<file path="src/rtl/xl_pkg.sv">
package xl_pkg;

  typedef enum logic [1:0] {
    TLB_HIT   = 2'd0,
    TLB_MISS  = 2'd1,
    TLB_INVAL = 2'd2,
    TLB_MOD   = 2'd3
  } tlb_res_e;

  typedef enum logic [2:0] {
    EXC_NONE = 3'd0,
    EXC_MOD  = 3'd1,
    EXC_TLBL = 3'd2,
    EXC_TLBS = 3'd3,
    EXC_ADEL = 3'd4,
    EXC_ADES = 3'd5
  } exc_e;

  typedef enum logic [2:0] {
    FLT_NONE  = 3'd0,
    FLT_BAD   = 3'd1,
    FLT_MISS  = 3'd2,
    FLT_INVAL = 3'd3,
    FLT_MOD   = 3'd4
  } flt_e;

  typedef enum logic [1:0] {
    SEG_LOW    = 2'd0,
    SEG_DIRECT = 2'd1,
    SEG_MAPHI  = 2'd2
  } seg_e;

endpackage

</file>
<file path="src/rtl/xl_seg_decode.sv">
module xl_seg_decode
  import xl_pkg::*;
#(
  parameter int ADDR_W = 32
) (
  input  logic [ADDR_W-1:0] vaddr,
  input  logic              user_mode,
  input  logic              err_level,
  output seg_e              seg,
  output logic              bad_addr,
  output logic              needs_tlb,
  output logic [ADDR_W-1:0] direct_pa
);
  // Top three bits pick the window; the direct windows are 2^(ADDR_W-3) each.
  localparam int WIN_LSB = ADDR_W - 3;

  logic [2:0] top;

  always_comb begin
    top = vaddr[ADDR_W-1 -: 3];
    if (!top[2]) begin
      seg = SEG_LOW;
    end else if (!top[1]) begin
      seg = SEG_DIRECT;
    end else begin
      seg = SEG_MAPHI;
    end
  end

  always_comb begin
    bad_addr  = user_mode && top[2];
    needs_tlb = 1'b0;
    direct_pa = '0;
    if (!bad_addr) begin
      unique case (seg)
        SEG_LOW: begin
          if (err_level) begin
            direct_pa = vaddr;
          end else begin
            needs_tlb = 1'b1;
          end
        end
        SEG_DIRECT: begin
          // Subtracting the window base equals clearing the three top bits.
          direct_pa = {3'b000, vaddr[WIN_LSB-1:0]};
        end
        default: begin
          needs_tlb = 1'b1;
        end
      endcase
    end
  end

endmodule

</file>
<file path="src/rtl/xl_fault_classify.sv">
module xl_fault_classify
  import xl_pkg::*;
(
  input  flt_e fault,
  input  logic is_write,
  output exc_e kind,
  output logic refill
);
  always_comb begin
    kind   = EXC_NONE;
    refill = 1'b0;
    unique case (fault)
      FLT_BAD:   kind = is_write ? EXC_ADES : EXC_ADEL;
      FLT_MISS: begin
        kind   = is_write ? EXC_TLBS : EXC_TLBL;
        refill = 1'b1;
      end
      FLT_INVAL: kind = is_write ? EXC_TLBS : EXC_TLBL;
      FLT_MOD:   kind = EXC_MOD;
      default:   kind = EXC_NONE;
    endcase
  end
endmodule

</file>
<file path="src/rtl/xl_fault_regs.sv">
module xl_fault_regs #(
  parameter int ADDR_W   = 32,
  parameter int ASID_W   = 8,
  parameter int PAGE_LSB = 13,
  parameter int CTX_KEEP = 23
) (
  input  logic              clk,
  input  logic              rst_n,
  input  logic              capture,
  input  logic [ADDR_W-1:0] vaddr,
  input  logic              ctx_we,
  input  logic              asid_we,
  input  logic [ADDR_W-1:0] wdata,
  output logic [ADDR_W-1:0] bad_vaddr,
  output logic [ADDR_W-1:0] context_reg,
  output logic [ADDR_W-1:0] entryhi_reg
);
  localparam int VPN_W   = ADDR_W - PAGE_LSB;
  localparam int KEEP_W  = ADDR_W - CTX_KEEP;
  localparam int CPAD_W  = CTX_KEEP - VPN_W;
  localparam int HGAP_W  = PAGE_LSB - ASID_W;

  logic [ADDR_W-1:0] badv_d, ctx_d, hi_d;
  logic              badv_en, ctx_en, hi_en;

  always_comb begin
    badv_d  = bad_vaddr;
    ctx_d   = context_reg;
    hi_d    = entryhi_reg;
    badv_en = capture;
    ctx_en  = capture || ctx_we;
    hi_en   = capture || asid_we;
    if (capture) begin
      badv_d = vaddr;
      ctx_d  = {context_reg[ADDR_W-1 -: KEEP_W], vaddr[ADDR_W-1 -: VPN_W], {CPAD_W{1'b0}}};
      hi_d   = {vaddr[ADDR_W-1 -: VPN_W], {HGAP_W{1'b0}}, entryhi_reg[ASID_W-1:0]};
    end else begin
      if (ctx_we) begin
        ctx_d[ADDR_W-1 -: KEEP_W] = wdata[ADDR_W-1 -: KEEP_W];
      end
      if (asid_we) begin
        hi_d[ASID_W-1:0] = wdata[ASID_W-1:0];
      end
    end
  end

  always_ff @(posedge clk or negedge rst_n) begin
    if (!rst_n) begin
      bad_vaddr   <= '0;
      context_reg <= '0;
      entryhi_reg <= '0;
    end else begin
      if (badv_en) bad_vaddr   <= badv_d;
      if (ctx_en)  context_reg <= ctx_d;
      if (hi_en)   entryhi_reg <= hi_d;
    end
  end
endmodule

</file>
<file path="src/rtl/seg_xlate.sv">
module seg_xlate
  import xl_pkg::*;
#(
  parameter int ADDR_W   = 32,
  parameter int ASID_W   = 8,
  parameter int PAGE_LSB = 13,
  parameter int CTX_KEEP = 23,
  parameter int SYNC_STG = 2
) (
  input  logic              clk,
  input  logic              rst_n,
  input  logic              req_vld,
  input  logic [ADDR_W-1:0] vaddr,
  input  logic              is_write,
  input  logic              user_mode,
  input  logic              err_level,
  output logic              tlb_req_vld,
  output logic [ADDR_W-1:0] tlb_vaddr,
  output logic              tlb_is_write,
  input  logic [1:0]        tlb_result,
  input  logic [ADDR_W-1:0] tlb_paddr,
  input  logic              tlb_wr_ok,
  input  logic              cfg_ctx_we,
  input  logic              cfg_asid_we,
  input  logic [ADDR_W-1:0] cfg_wdata,
  output logic              ok_vld,
  output logic [ADDR_W-1:0] paddr,
  output logic              perm_rd,
  output logic              perm_wr,
  output logic              exc_vld,
  output logic [2:0]        exc_kind,
  output logic              exc_refill,
  output logic [ADDR_W-1:0] bad_vaddr,
  output logic [ADDR_W-1:0] context_reg,
  output logic [ADDR_W-1:0] entryhi_reg
);

  // Reset: asserted asynchronously, released through a synchronizer chain.
  logic [SYNC_STG-1:0] rst_pipe;
  logic                rst_sync_n;

  always_ff @(posedge clk or negedge rst_n) begin
    if (!rst_n) rst_pipe <= '0;
    else        rst_pipe <= {rst_pipe[SYNC_STG-2:0], 1'b1};
  end
  assign rst_sync_n = rst_pipe[SYNC_STG-1];

  // Segment decode
  seg_e              seg;
  logic              bad_addr, needs_tlb;
  logic [ADDR_W-1:0] direct_pa;

  xl_seg_decode #(.ADDR_W(ADDR_W)) u_seg (
    .vaddr     (vaddr),
    .user_mode (user_mode),
    .err_level (err_level),
    .seg       (seg),
    .bad_addr  (bad_addr),
    .needs_tlb (needs_tlb),
    .direct_pa (direct_pa)
  );

  assign tlb_req_vld  = req_vld && needs_tlb;
  assign tlb_vaddr    = vaddr;
  assign tlb_is_write = is_write;

  // Outcome selection
  flt_e              fault;
  logic              ok_d;
  logic [ADDR_W-1:0] pa_d;
  logic              wr_d;
  tlb_res_e          tres;

  always_comb begin
    tres  = tlb_res_e'(tlb_result);
    fault = FLT_NONE;
    ok_d  = 1'b0;
    pa_d  = direct_pa;
    wr_d  = 1'b1;
    if (req_vld) begin
      if (bad_addr) begin
        fault = FLT_BAD;
      end else if (needs_tlb) begin
        unique case (tres)
          TLB_HIT: begin
            ok_d = 1'b1;
            pa_d = tlb_paddr;
            wr_d = tlb_wr_ok;
          end
          TLB_MISS:  fault = FLT_MISS;
          TLB_INVAL: fault = FLT_INVAL;
          default:   fault = FLT_MOD;
        endcase
      end else begin
        ok_d = 1'b1;
      end
    end
  end

  exc_e kind_d;
  logic refill_d;

  xl_fault_classify u_cls (
    .fault    (fault),
    .is_write (is_write),
    .kind     (kind_d),
    .refill   (refill_d)
  );

  logic capture;
  assign capture = (fault != FLT_NONE);

  // Result registers
  always_ff @(posedge clk or negedge rst_sync_n) begin
    if (!rst_sync_n) begin
      ok_vld     <= 1'b0;
      exc_vld    <= 1'b0;
      exc_kind   <= EXC_NONE;
      exc_refill <= 1'b0;
      perm_rd    <= 1'b0;
      perm_wr    <= 1'b0;
      paddr      <= '0;
    end else begin
      ok_vld     <= ok_d;
      exc_vld    <= capture;
      exc_kind   <= kind_d;
      exc_refill <= refill_d;
      perm_rd    <= ok_d;
      perm_wr    <= ok_d && wr_d;
      if (ok_d) paddr <= pa_d;
    end
  end

  xl_fault_regs #(
    .ADDR_W   (ADDR_W),
    .ASID_W   (ASID_W),
    .PAGE_LSB (PAGE_LSB),
    .CTX_KEEP (CTX_KEEP)
  ) u_fregs (
    .clk         (clk),
    .rst_n       (rst_sync_n),
    .capture     (capture),
    .vaddr       (vaddr),
    .ctx_we      (cfg_ctx_we),
    .asid_we     (cfg_asid_we),
    .wdata       (cfg_wdata),
    .bad_vaddr   (bad_vaddr),
    .context_reg (context_reg),
    .entryhi_reg (entryhi_reg)
  );

endmodule

</file>
<file path="config.mk">
export PLATFORM = sky130hd
export DESIGN_NAME = seg_xlate
export DESIGN_NICKNAME = d
export VERILOG_FILES = /design/src/rtl/xl_pkg.sv /design/src/rtl/xl_seg_decode.sv /design/src/rtl/xl_fault_classify.sv /design/src/rtl/xl_fault_regs.sv /design/src/rtl/seg_xlate.sv
export SDC_FILE = /design/constraint.sdc
export NUM_CORES = 1
export LEC_CHECK = 0
export BUFFER_PORTS_ARGS = -buffer_cell sky130_fd_sc_hd__buf_4
export CELL_PAD_IN_SITES_DETAIL_PLACEMENT = 1
export CELL_PAD_IN_SITES_GLOBAL_PLACEMENT = 2
export CORE_ASPECT_RATIO = 1.2
export CORE_MARGIN = 2
export CORE_UTILIZATION = 27
export DETAILED_ROUTE_END_ITERATION = 10
export PLACE_DENSITY = 0.76
export SYNTH_ARGS = -nofsm -noshare
export SYNTH_HDL_FRONTEND = slang
export SYNTH_SLANG_ARGS = --single-unit
export TNS_END_PERCENT = 20
</file>
<file path="constraint.sdc">
create_clock -name clk -period 3.7 [get_ports clk]
set_input_delay 0.185 -clock clk [delete_from_list [all_inputs] [get_ports clk]]
set_output_delay 0.185 -clock clk [all_outputs]
set_load 0.05 [all_outputs]
</file>
After elaboration in Yosys (flattened, before gate mapping)
Cells that the tools add are included.

storage, ports and cells
  word-level logic and storage cells = 61
  bits in registers = 128
  input port bits = 107

operators by class
  reductions and logical operators = 13
  equal/unequal tests = 7
  mux-type cells = 28
  bitwise logic cells = 1

operators by type and width
  cell                                                                    count
  32-bit two-way mux                                                      6
  32-bit one-hot mux with 2 select lines                                  1
  3-bit one-hot mux with 3 select lines                                   2
  1-bit two-way mux                                                       13
  3-bit two-way mux                                                       3
  3-bit by 2-bit equality test with 1-bit output (second input constant)  2
  3-bit AND reduction                                                     2
  2-bit by 1-bit equality test with 1-bit output (second input constant)  2
  2-bit zero test                                                         2
  2-bit two-way mux                                                       2
  2-bit AND reduction                                                     2
  3-bit by 1-bit equality test with 1-bit output (second input constant)  1
  3-bit equality test (second input constant)                             1
  1-bit logical AND                                                       3
  3-bit nonzero test                                                      1
  2-bit equality test (second input constant)                             1
  1-bit logical OR                                                        2
  1-bit one-hot mux with 2 select lines                                   1
  2-bit OR reduction                                                      1
  1-bit inverter                                                          1

Depth between registers and ports, before layout
Gate-level depths: netlist (run 1).

  depth after elaboration = 11
  depth in mapped cells = 7
  gate-level depth less buffers = 6

By module
From an unflattened synthesis (run 1), not the netlist that was laid out.

second synthesis, totals
  cell total of the unflattened synthesis = 498
  area, all modules = 6090.8 µm²

by module, submodules not included
  module             area each (µm²)  seq. area each (µm²)  cells each  instances
  xl_fault_regs      3321.9           2177.1                274         1
  seg_xlate          2356.0           1026.0                170         1
  xl_seg_decode      371.6            0.0                   48          1
  xl_fault_classify  41.3             0.0                   6           1

Worst setup path after synthesis (run 1)
No wires, ideal clock.

  kind = in2reg
  from = input port vaddr[31]
  to = register u_fregs.bad_vaddr[22]
  stages on the path = 7
  arrival = 1.545 ns
  path slack = 2.030 ns
  path through = buf_4 > and3_1 > a41oi_2 > and2_1 > buf_6 > buf_6 > mux2_4

on the way
  word-level cells in the longest chain between the ends = 8

RTL lines
  what                                                                                      RTL line             text
  start, declared                                                                           seg_xlate.sv:13      input logic [ADDR_W-1:0] vaddr,
  2-bit two-way mux                                                                         xl_seg_decode.sv:21  if (!top[2]) begin
  2-bit by 1-bit equality test with 1-bit output / 2-bit zero test (equally long branches)  xl_seg_decode.sv:35  unique case (seg)
  1-bit one-hot mux with 2 select lines                                                     xl_seg_decode.sv:35
  1-bit two-way mux                                                                         xl_seg_decode.sv:34  if (!bad_addr) begin
  3-bit two-way mux                                                                         seg_xlate.sv:83      end else if (needs_tlb) begin
  3-bit two-way mux *                                                                       seg_xlate.sv:81      if (bad_addr) begin
  3-bit two-way mux *                                                                       seg_xlate.sv:80      if (req_vld) begin
  3-bit nonzero test *                                                                      seg_xlate.sv:111     assign capture = (fault != FLT_NONE);
  end signal, assigned                                                                      xl_fault_regs.sv:53  if (badv_en) bad_vaddr <= badv_d;
  end, declared                                                                             xl_fault_regs.sv:14  output logic [ADDR_W-1:0] bad_vaddr,

Mark *: on every way between the ends. The rest lies on a longest branch, timed or not.
A chain may end at the register's enable or synchronous reset.

Final worst setup path (run 1)
  from = input port vaddr[30]
  to = register u_fregs.entryhi_reg[31]

on the way
  word-level cells in the longest chain between the ends = 11

RTL lines
  what                                                                                      RTL line             text
  2-bit two-way mux *                                                                       xl_seg_decode.sv:23  end else if (!top[1]) begin
  2-bit two-way mux *                                                                       xl_seg_decode.sv:21
  2-bit by 1-bit equality test with 1-bit output / 2-bit zero test (equally long branches)  xl_seg_decode.sv:35
  1-bit one-hot mux with 2 select lines *                                                   xl_seg_decode.sv:35
  1-bit two-way mux *                                                                       xl_seg_decode.sv:34
  3-bit two-way mux *                                                                       seg_xlate.sv:83
  3-bit two-way mux *                                                                       seg_xlate.sv:81
  3-bit two-way mux *                                                                       seg_xlate.sv:80
  3-bit nonzero test *                                                                      seg_xlate.sv:111
  1-bit logical OR                                                                          xl_fault_regs.sv:32  hi_en = capture || asid_we;
  2-bit AND reduction (no line) *                                                           -
  end signal, assigned                                                                      xl_fault_regs.sv:55  if (hi_en) entryhi_reg <= hi_d;
  end, declared                                                                             xl_fault_regs.sv:16  output logic [ADDR_W-1:0] entryhi_reg

Marks and branches as above.

==> results of run 1 <==
[worst max-delay path, stage by stage]
cell and delay [ns]:
buf_4 0.15, nand2b_1 0.18, a41oi_2 0.39, and2_4 0.66, buf_12 0.37, mux2_1 0.35
[worst paths after layout]
kind,slack [ns],cells past startpoint,to,from
setup / recovery,1.63,6,u_fregs.entryhi_reg[31]$_DFFE_PN0P_,vaddr[30]
max in group asynchronous,2.39,1,u_fregs.entryhi_reg[14]$_DFFE_PN0P_,rst_pipe[1]$_DFF_PN0_
setup reg to reg,2.39,1,u_fregs.entryhi_reg[14]$_DFFE_PN0P_,rst_pipe[1]$_DFF_PN0_
min in group asynchronous,0.11,2,rst_pipe[0]$_DFF_PN0_,rst_n
hold / removal,0.03,3,perm_wr$_DFF_PN0_,tlb_wr_ok
hold reg to reg,0.35,0,rst_pipe[1]$_DFF_PN0_,rst_pipe[0]$_DFF_PN0_
[layout make-up]
| type | count | share of cell area, % |
|---|---|---|
| timing repair buffer | 277 | 25.2 |
| multi-input combinational | 194 | 25.4 |
| tap | 270 | 3.95 |
| clock inverter | 14 | 2.65 |
| inverter | 4 | 0.176 |
| sequential | 128 | 37.5 |
| clock buffer | 18 | 5.14 |
[through the flow]
step	util, %	power [µW]	setup slack (ns)	hold slack, ns
after floorplan	-	3360	1.57	-0.111
after global placement	36.4	3990	1.23	-0.0319
after detailed placement	36.4	4030	1.17	-0.0299
after CTS	40.5	5980	1.62	0.00221
after global routing	40.5	6130	1.53	0.00709
final	40.5	5900	1.63	0.0271
[Yosys cell counts]
library cell | n | area [µm²]
dfrtp_1 | 128 | 3200
mux2_4 | 69 | 1040
mux2_2 | 47 | 529
buf_4 | 44 | 330
a22o_1 | 31 | 272
buf_8 | 6 | 90.1
buf_2 | 5 | 25.0
nand2_1 | 5 | 18.8
clkbuf_1 | 4 | 15.0
inv_1 | 4 | 15.0
nor2_1 | 4 | 15.0
nor2b_1 | 4 | 25.0
ha_1 | 3 | 37.5
and2_1 | 2 | 12.5
buf_6 | 2 | 22.5
conb_1 | 2 | 7.51
mux2_1 | 2 | 22.5
o211ai_1 | 2 | 15.0
o21ai_0 | 2 | 10.0
a41oi_2 | 1 | 16.3
and3_1 | 1 | 6.26
and3b_2 | 1 | 10.0
mux2i_1 | 1 | 10.0
nand2b_1 | 1 | 6.26
nand2b_4 | 1 | 13.8
nand3_1 | 1 | 5.00
nand3_2 | 1 | 10.0
nor2_2 | 1 | 6.26
o211a_1 | 1 | 10.0
o21ai_1 | 1 | 5.00
o221ai_2 | 1 | 15.0
o311ai_2 | 1 | 16.3
[power by group]
group | internal (µW) | switching [µW]
Combinational | 783 | 1390
Sequential | 1660 | 169
Clock | 1230 | 663
[routing by layer]
metal  wire length [µm]  vias to the layer above  global-route usage (%)
met4                204                        0                    4.41
li1                   -                     1783                       -
met1               6490                     2066                    16.5
met5                  0                        -                       0
met2               8640                      148                    24.8
met3                878                       13                    4.18
[kinds of logic (layout without fill, tap and decap cells)]
kind of cell / count (synthesis) / after routing / synth area share [%]
other: 2 / 10 / 0.129
AND/OR/NAND/NOR: 22 / 22 / 2.21
multiplexers: 119 / 119 / 27.4
flip-flops: 128 / 128 / 54.9
adder cells (fa/ha/maj): 3 / 3 / 0.644
AO/OA/AOI/OAI: 40 / 40 / 6.16
buffers and inverters: 65 / 313 / 8.54
[repair_timing]
action	CTS	global route
gates resized for setup	0	0
hold buffers	19	0
endpoints found under the hold margin	20	0
==> results.tsv, run 1 <==
metric	value	unit
Pwr Density	689	nW/µm²
Hold Vio Cnt, Final	0	
IO Port Bufs	252	
fraction of layout cells with a size suffix above 1	65.4	%
Worst Setup End Kind	flop	
row cnt	58	
Initial DRT Pass Iterations	4	
die span in y	165	µm
Mapped Avg Cell Area	15.4	µm²
Iter 0 DRT Violations	91	
outcome	completed	
remaining routing DRC violations	0	
Placed Cells incl. Taps	854	
CTS clk-pin slew, worst paths	0.06	ns
Seq/Total Area, Yosys	54.9	%
post-route insts no fill	905	
Num Clock Sinks	128	
core area	21100	µm²
Max Clock Skew	0.00664	ns
Initial Util	27.6	%
Synth Register Bits	128	
max capacitance violation total	0	
DR vias/cell	4.43	
initial antenna violation count	0	
RSZ-0062 raised after global routing	no	
I/O pin count	277	
critical path data required time	3.99	ns
via count	4010	
Final Max Slew Viols	0	
Leak	0.00436	µW
minimum clock period	2.07	ns
Total Wirelength	16200	µm
overall fraction of global-route tracks in use	14.0	%
DR WL/cell	17.9	µm
number of distinct library cells after synthesis	32	
relative slew slack	28.6	%
fin nets	732	
area grow syn2layout	46.6	%
# fillers	2201	
pin count of the biggest net entering global routing	81	
Clock Latency Late Sink	0.41	ns
Worst VDD drop	0.292	mV
Final period util	55.8	%
critical path class	primary input to flop	
die area	22800	µm²
area post-placement	7690	µm²
setup TNS	0	ns
post-route cell area	8550	µm²
final setup fails	0	
number of global-route vias before repair	4282	
CTS root buf	clkbuf_16	
commonest non-fill, non-tap cell in the layout	buf_4	
HP Class	primary input to flop	
H-tree levels	4	
RePlAce Congestion	0.707	
area of the multi-input gates	2170	µm²
largest fanout on the critical path	41	
yosys warns	0	
Register Area	3210	µm²
first-pass GRT wire length	24800	µm
clk buf depth	2	
setup repair bufs after CTS	0	
CTS tree	built	
pin slew with the least headroom to its limit	1.07	ns
grt ovf	0	
Post-Syn Area	5830	µm²
CP arrival	2.35	ns
most frequent cells in the layout	256 x buf_4, 127 x dfrtp_1, 69 x mux2_4	
CTS buffer count	17	
DP Wirelength	11600	µm
Detail Route Antenna Nets	0	
kind of start point of the critical path	primary input	
synthesized instance count	379	
Fmax achieved	484	MHz
chip width	138	µm
Antenna diodes	0	
Power figures use the tool's default switching activity.
==> run 2: changes to the inputs <==
- CORE_UTILIZATION: 27 -> 30
- PLACE_DENSITY: 0.76 -> 0.8
- clock period: 3.7 -> 2 ns (I/O delays scaled with it)
==> results.tsv, run 2 (synthesis gave the netlist of run 1 again) <==
metric	value	unit	change
outcome	completed		
HP Class	primary input to flop		
CTS root buf	clkbuf_16		
remaining routing DRC violations	0		unchanged
Detail Route Antenna Nets	0		unchanged
Iter 0 DRT Violations	109		+20%
Initial Util	30.7	%	+3.1 points
CTS tree	built		
Hold Vio Cnt, Final	0		unchanged
minimum clock period	1.33	ns	
largest fanout on the critical path	38		-7.3%
Pwr Density	1180	nW/µm²	+72%
DP Wirelength	11700	µm	+0.20%
Max Clock Skew	0.00607	ns	-0.000569 ns
DR WL/cell	18.0	µm	+0.21%
slack of the critical path	0.667	ns	-0.968 ns
Final Max Slew Viols	0		unchanged
Final period util	66.7	%	
critical path data required time	2.28	ns	-1.71 ns
most frequent cells in the layout	260 x buf_4, 127 x dfrtp_1, 69 x mux2_4		
max capacitance violation total	0		unchanged
fraction of layout cells with a size suffix above 1	62.2	%	-3.1 points
commonest non-fill, non-tap cell in the layout	buf_4		
setup repair bufs after CTS	0		unchanged
CTS clk-pin slew, worst paths	0.06	ns	about the same
first-pass GRT wire length	26300	µm	+5.8%
H-tree levels	4		unchanged
chip width	131	µm	-5.0%
RePlAce Congestion	0.716		+1.4%
setup TNS	0	ns	unchanged
pin count of the biggest net entering global routing	66		-19%
CTS resizes	0		unchanged
via count	4129		+3.0%
IO Port Bufs	252		unchanged
die span in y	157	µm	-5.0%
RSZ-0062 raised after global routing	no		
core area	19000	µm²	-10%
Fmax achieved	750	MHz	
number of global-route vias before repair	4665		+8.9%
Worst VDD drop	0.501	mV	+72%
die area	20600	µm²	-9.7%
cts hold-fix bufs	52		+33
relative slew slack	42.8	%	+14 points
critical path class	primary input to flop		
fin nets	772		+5.5%
Clock Latency Late Sink	0.40	ns	about the same
Initial DRT Pass Iterations	4		unchanged
worst hold slack	0.0276	ns	+0.000500 ns
CP arrival	1.62	ns	-0.73 ns
area grow syn2layout	51.9	%	
DR vias/cell	4.44		about the same
kind of start point of the critical path	primary input		
Worst Setup End Kind	flop		
clk buf depth	2		unchanged
# fillers	1978		-10%
grt ovf	0		unchanged
final setup fails	0		unchanged
Post-Place Setup Slack	0.237	ns	-0.936 ns
Leak	0.00449	µW	+2.9%
Num Clock Sinks	128		unchanged
pin slew with the least headroom to its limit	0.849	ns	-0.222 ns
I/O pin count	277		unchanged
Total Wirelength	16700	µm	+3.1%
initial antenna violation count	0		unchanged
total power	10500	µW	+78%
row cnt	55		-5.2%
Antenna diodes	0		unchanged
overall fraction of global-route tracks in use	16.4	%	+2.4 points
CTS buffer count	17		unchanged
-- run 2: cell types whose count changed in the layout (fill, tap and decap cells not counted), sizes merged --
cell	change
buf	+7
bufinv	-3
dlygate4sd3	+33
clkbuf	+1
clkinv	+1
inv	-3
clkinvlp	+4
-- run 2: final timing paths --
kind | start | cells past startpoint | slack, ns | to
max in group asynchronous | rst_n | 3 | 1.29 | rst_pipe[1]$_DFF_PN0_
hold / removal | vaddr[30] | 2 | 0.03 | u_fregs.context_reg[21]$_DFFE_PN0P_
setup reg to reg | paddr[29]$_DFFE_PN0P_ | 1 | 1.21 | paddr[29]$_DFFE_PN0P_
min in group asynchronous | rst_pipe[1]$_DFF_PN0_ | 1 | 0.33 | u_fregs.bad_vaddr[8]$_DFFE_PN0P_
setup / recovery | tlb_result[0] | 7 | 0.67 | u_fregs.entryhi_reg[31]$_DFFE_PN0P_
hold reg to reg | rst_pipe[1]$_DFF_PN0_ | 1 | 0.33 | u_fregs.bad_vaddr[8]$_DFFE_PN0P_
-- run 2: power by group --
| part | leakage [µW] | switching, µW | internal (µW) |
|---|---|---|---|
| Combinational | 0.00267 | 2620 | 1510 |
| Clock | 0.000266 | 1170 | 1840 |
| Sequential | 0.00155 | 282 | 3080 |
-- run 2: metrics by stage --
| stage | util, % | instance area (µm²) | cells |
|---|---|---|---|
| 2_1_floorplan | - | 5870 | 387 |
| 3_3_place_gp | 40.9 | 7770 | 847 |
| 3_5_place_dp | 40.9 | 7770 | 847 |
| 4_1_cts | 46.6 | 8860 | 931 |
| 5_1_grt | 46.6 | 8860 | 931 |
| 6_report | 46.6 | 8860 | 931 |
-- run 2: routing by layer --
layer  up-vias  wire, µm  global-route usage, %
met2       148      9120                   30.3
met5         -         0                      0
met4         0       365                   6.99
met1      2100      6450                   18.2
li1       1860         -                      -
met3        21       784                   3.66
-- run 2: area by class of cell --
type                            count  area, µm²  area share (%)
Clock buffer                       19        433            4.89
Clock inverter                     13        139            1.57
Inverter                            4       15.0           0.169
Multi-Input combinational cell    194       2170            24.5
Sequential cell                   128       3210            36.2
Tap cell                          256        320            3.62
Timing Repair Buffer              317       2570            29.0
-- run 2: critical path, stage by stage --
cell and delay (ns):
buf_4 0.08, inv_1 0.05, ha_1 0.32, o221ai_2 0.19, and2_4 0.22, buf_12 0.28, mux2_1 0.35
==> run 3: changes to the inputs <==
- CORE_UTILIZATION: 30 -> 27
- PLACE_DENSITY: 0.8 -> 0.76
- clock period: 2 -> 1.17 ns (I/O delays scaled with it)
==> results.tsv, run 3 (synthesis gave the netlist of run 1 again) <==
metric	value	unit	change
IO Port Bufs	252		unchanged
RSZ-0062 raised after global routing	yes		
overall fraction of global-route tracks in use	16.1	%	-0.32 points
H-tree levels	4		unchanged
clk buf depth	2		unchanged
worst hold slack	0.0107	ns	-0.0169 ns
Worst path max stage delay	0.29	ns	-0.06 ns
CTS buffer count	17		unchanged
CTS clk-pin slew, worst paths	0.06	ns	about the same
Final Max Slew Viols	0		unchanged
via count	4381		+6.1%
setup TNS	-0.537	ns	-0.537 ns
row cnt	58		+5.5%
Hold Vio Cnt, Final	0		unchanged
Detail Route Antenna Nets	0		unchanged
RePlAce Congestion	0.777		+8.5%
Worst Setup End Kind	flop		
Seq pwr share	31.4	%	-0.6 points
Leak	0.00485	µW	+8.0%
CTS tree	built		
Worst VDD drop	0.983	mV	+96%
chip width	138	µm	+5.2%
commonest non-fill, non-tap cell in the layout	buf_4		
max capacitance violation total	0		unchanged
Iter 0 DRT Violations	98		-10%
CTS root buf	clkbuf_16		
Initial DRT Pass Iterations	4		unchanged
critical path cell sequence	buf_8 > inv_4 > ha_4 > o221ai_2 > and2_4 > buf_12 > clkbuf_16 > mux2_4		
total power	18400	µW	+75%
DP Wirelength	12100	µm	+3.4%
CP arrival	1.50	ns	-0.12 ns
initial antenna violation count	0		unchanged
cells on worst reg2reg path	1		unchanged
pin count of the biggest net entering global routing	50		-24%
fraction of layout cells with a size suffix above 1	62.6	%	+0.42 points
slack of the critical path	-0.0227	ns	-0.690 ns
first-pass GRT wire length	28300	µm	+7.8%
combinational power share	40.6	%	+1.2 points
area grow syn2layout	65.9	%	
Levels on crit path	8		+1
failing checks	negative setup slack		
final setup fails	44		+44
kind of start point of the critical path	primary input		
depth of the worst hold-timing path	3		+1
DR vias/cell	4.39		-1.0%
HP Class	primary input to flop		
remaining routing DRC violations	0		unchanged
Antenna diodes	0		unchanged
die span in y	165	µm	+5.3%
Clock Latency Late Sink	0.42	ns	+0.02 ns
Pwr Density	1900	nW/µm²	+61%
critical path class	primary input to flop		
fin nets	825		+6.9%
Num Clock Sinks	128		unchanged
CP bufs+invs	4		+1
Final period util	102	%	
critical path data required time	1.47	ns	-0.81 ns
outcome	finished with violations		
Initial Util	27.6	%	-3.1 points
P_sw	7230	µW	+78%
largest fanout on the critical path	5		-87%
Max Clock Skew	0.00999	ns	+0.00392 ns
core area	21100	µm²	+11%
die area	22800	µm²	+11%
CP max-delay cell	mux2_4		
DR WL/cell	18.5	µm	+3.1%
Clk pwr share	27.9	%	-0.7 points
internal power	11200	µW	+74%
grt ovf	0		unchanged
number of global-route vias before repair	4837		+3.7%
switching share of power	39.3	%	+0.50 points
I/O pin count	277		unchanged
most frequent cells in the layout	268 x buf_4, 127 x dfrtp_1, 77 x dlygate4sd3_1		
Post-Place Setup Slack	-0.526	ns	-0.764 ns
Crit path max-delay family	buffers and inverters		
minimum clock period	1.19	ns	
Fmax achieved	838	MHz	
Total Wirelength	18500	µm	+11%
-- run 3: routing by layer --
layer | up-vias | global-route usage, % | wire length (µm)
met2 | 143 | 29.4 | 10000
met5 | - | 0 | 0
met3 | 24 | 3.91 | 805
met4 | 0 | 5.84 | 385
met1 | 2248 | 18.3 | 7280
li1 | 1966 | - | -
-- run 3: through the flow --
step | util (%) | instance area, µm² | std cells
after floorplan | - | 5890 | 387
after global placement | 37.9 | 8000 | 878
after detailed placement | 37.9 | 8000 | 878
after CTS | 45.4 | 9600 | 996
after global routing | 45.8 | 9670 | 998
final | 45.8 | 9670 | 998
-- run 3: worst paths after layout --
path | start | end | slack (ns)
worst min-delay path | tlb_paddr[7] | paddr[7]$_DFFE_PN0P_ | 0.01
max in group asynchronous | rst_pipe[1]$_DFF_PN0_ | u_fregs.entryhi_reg[15]$_DFFE_PN0P_ | 0.39
worst max register to register | u_fregs.bad_vaddr[9]$_DFFE_PN0P_ | u_fregs.bad_vaddr[9]$_DFFE_PN0P_ | 0.36
worst min register to register | rst_pipe[1]$_DFF_PN0_ | u_fregs.context_reg[26]$_DFFE_PN0P_ | 0.21
min in group asynchronous | rst_pipe[1]$_DFF_PN0_ | u_fregs.context_reg[26]$_DFFE_PN0P_ | 0.21
worst max-delay path | tlb_result[0] | u_fregs.context_reg[22]$_DFFE_PN0P_ | -0.02
-- run 3: area by class of cell --
cell class / count / area [µm²]
Multi-Input combinational cell: 194 / 2230
Tap cell: 270 / 338
Clock buffer: 19 / 443
Clock inverter: 13 / 129
Timing Repair Buffer: 370 / 3310
Sequential cell: 128 / 3210
Fill cell: 2154 / 11400
Inverter: 4 / 17.5
-- run 3: power by group through the flow --
stage,combinational [µW],clock [µW],sequential (µW)
2_1_floorplan,1920,0,8720
3_3_place_gp,6950,0,5810
3_5_place_dp,7040,0,5850
4_1_cts,7470,5300,5790
5_1_grt,7760,5490,5900
6_report,7480,5140,5790
-- run 3: what timing repair did --
item,in CTS,in global routing
endpoints found under the hold margin,111,0
gates resized for setup,15,5
setup buffers,4,0
pin swaps,2,4
hold buffers,77,0
cloned,5,2
setup endpoints to repair,65,70
-- run 3: worst min-delay path: stages --
cell    delay, ns
buf_4        0.08
a22o_1       0.12
mux2_2       0.14
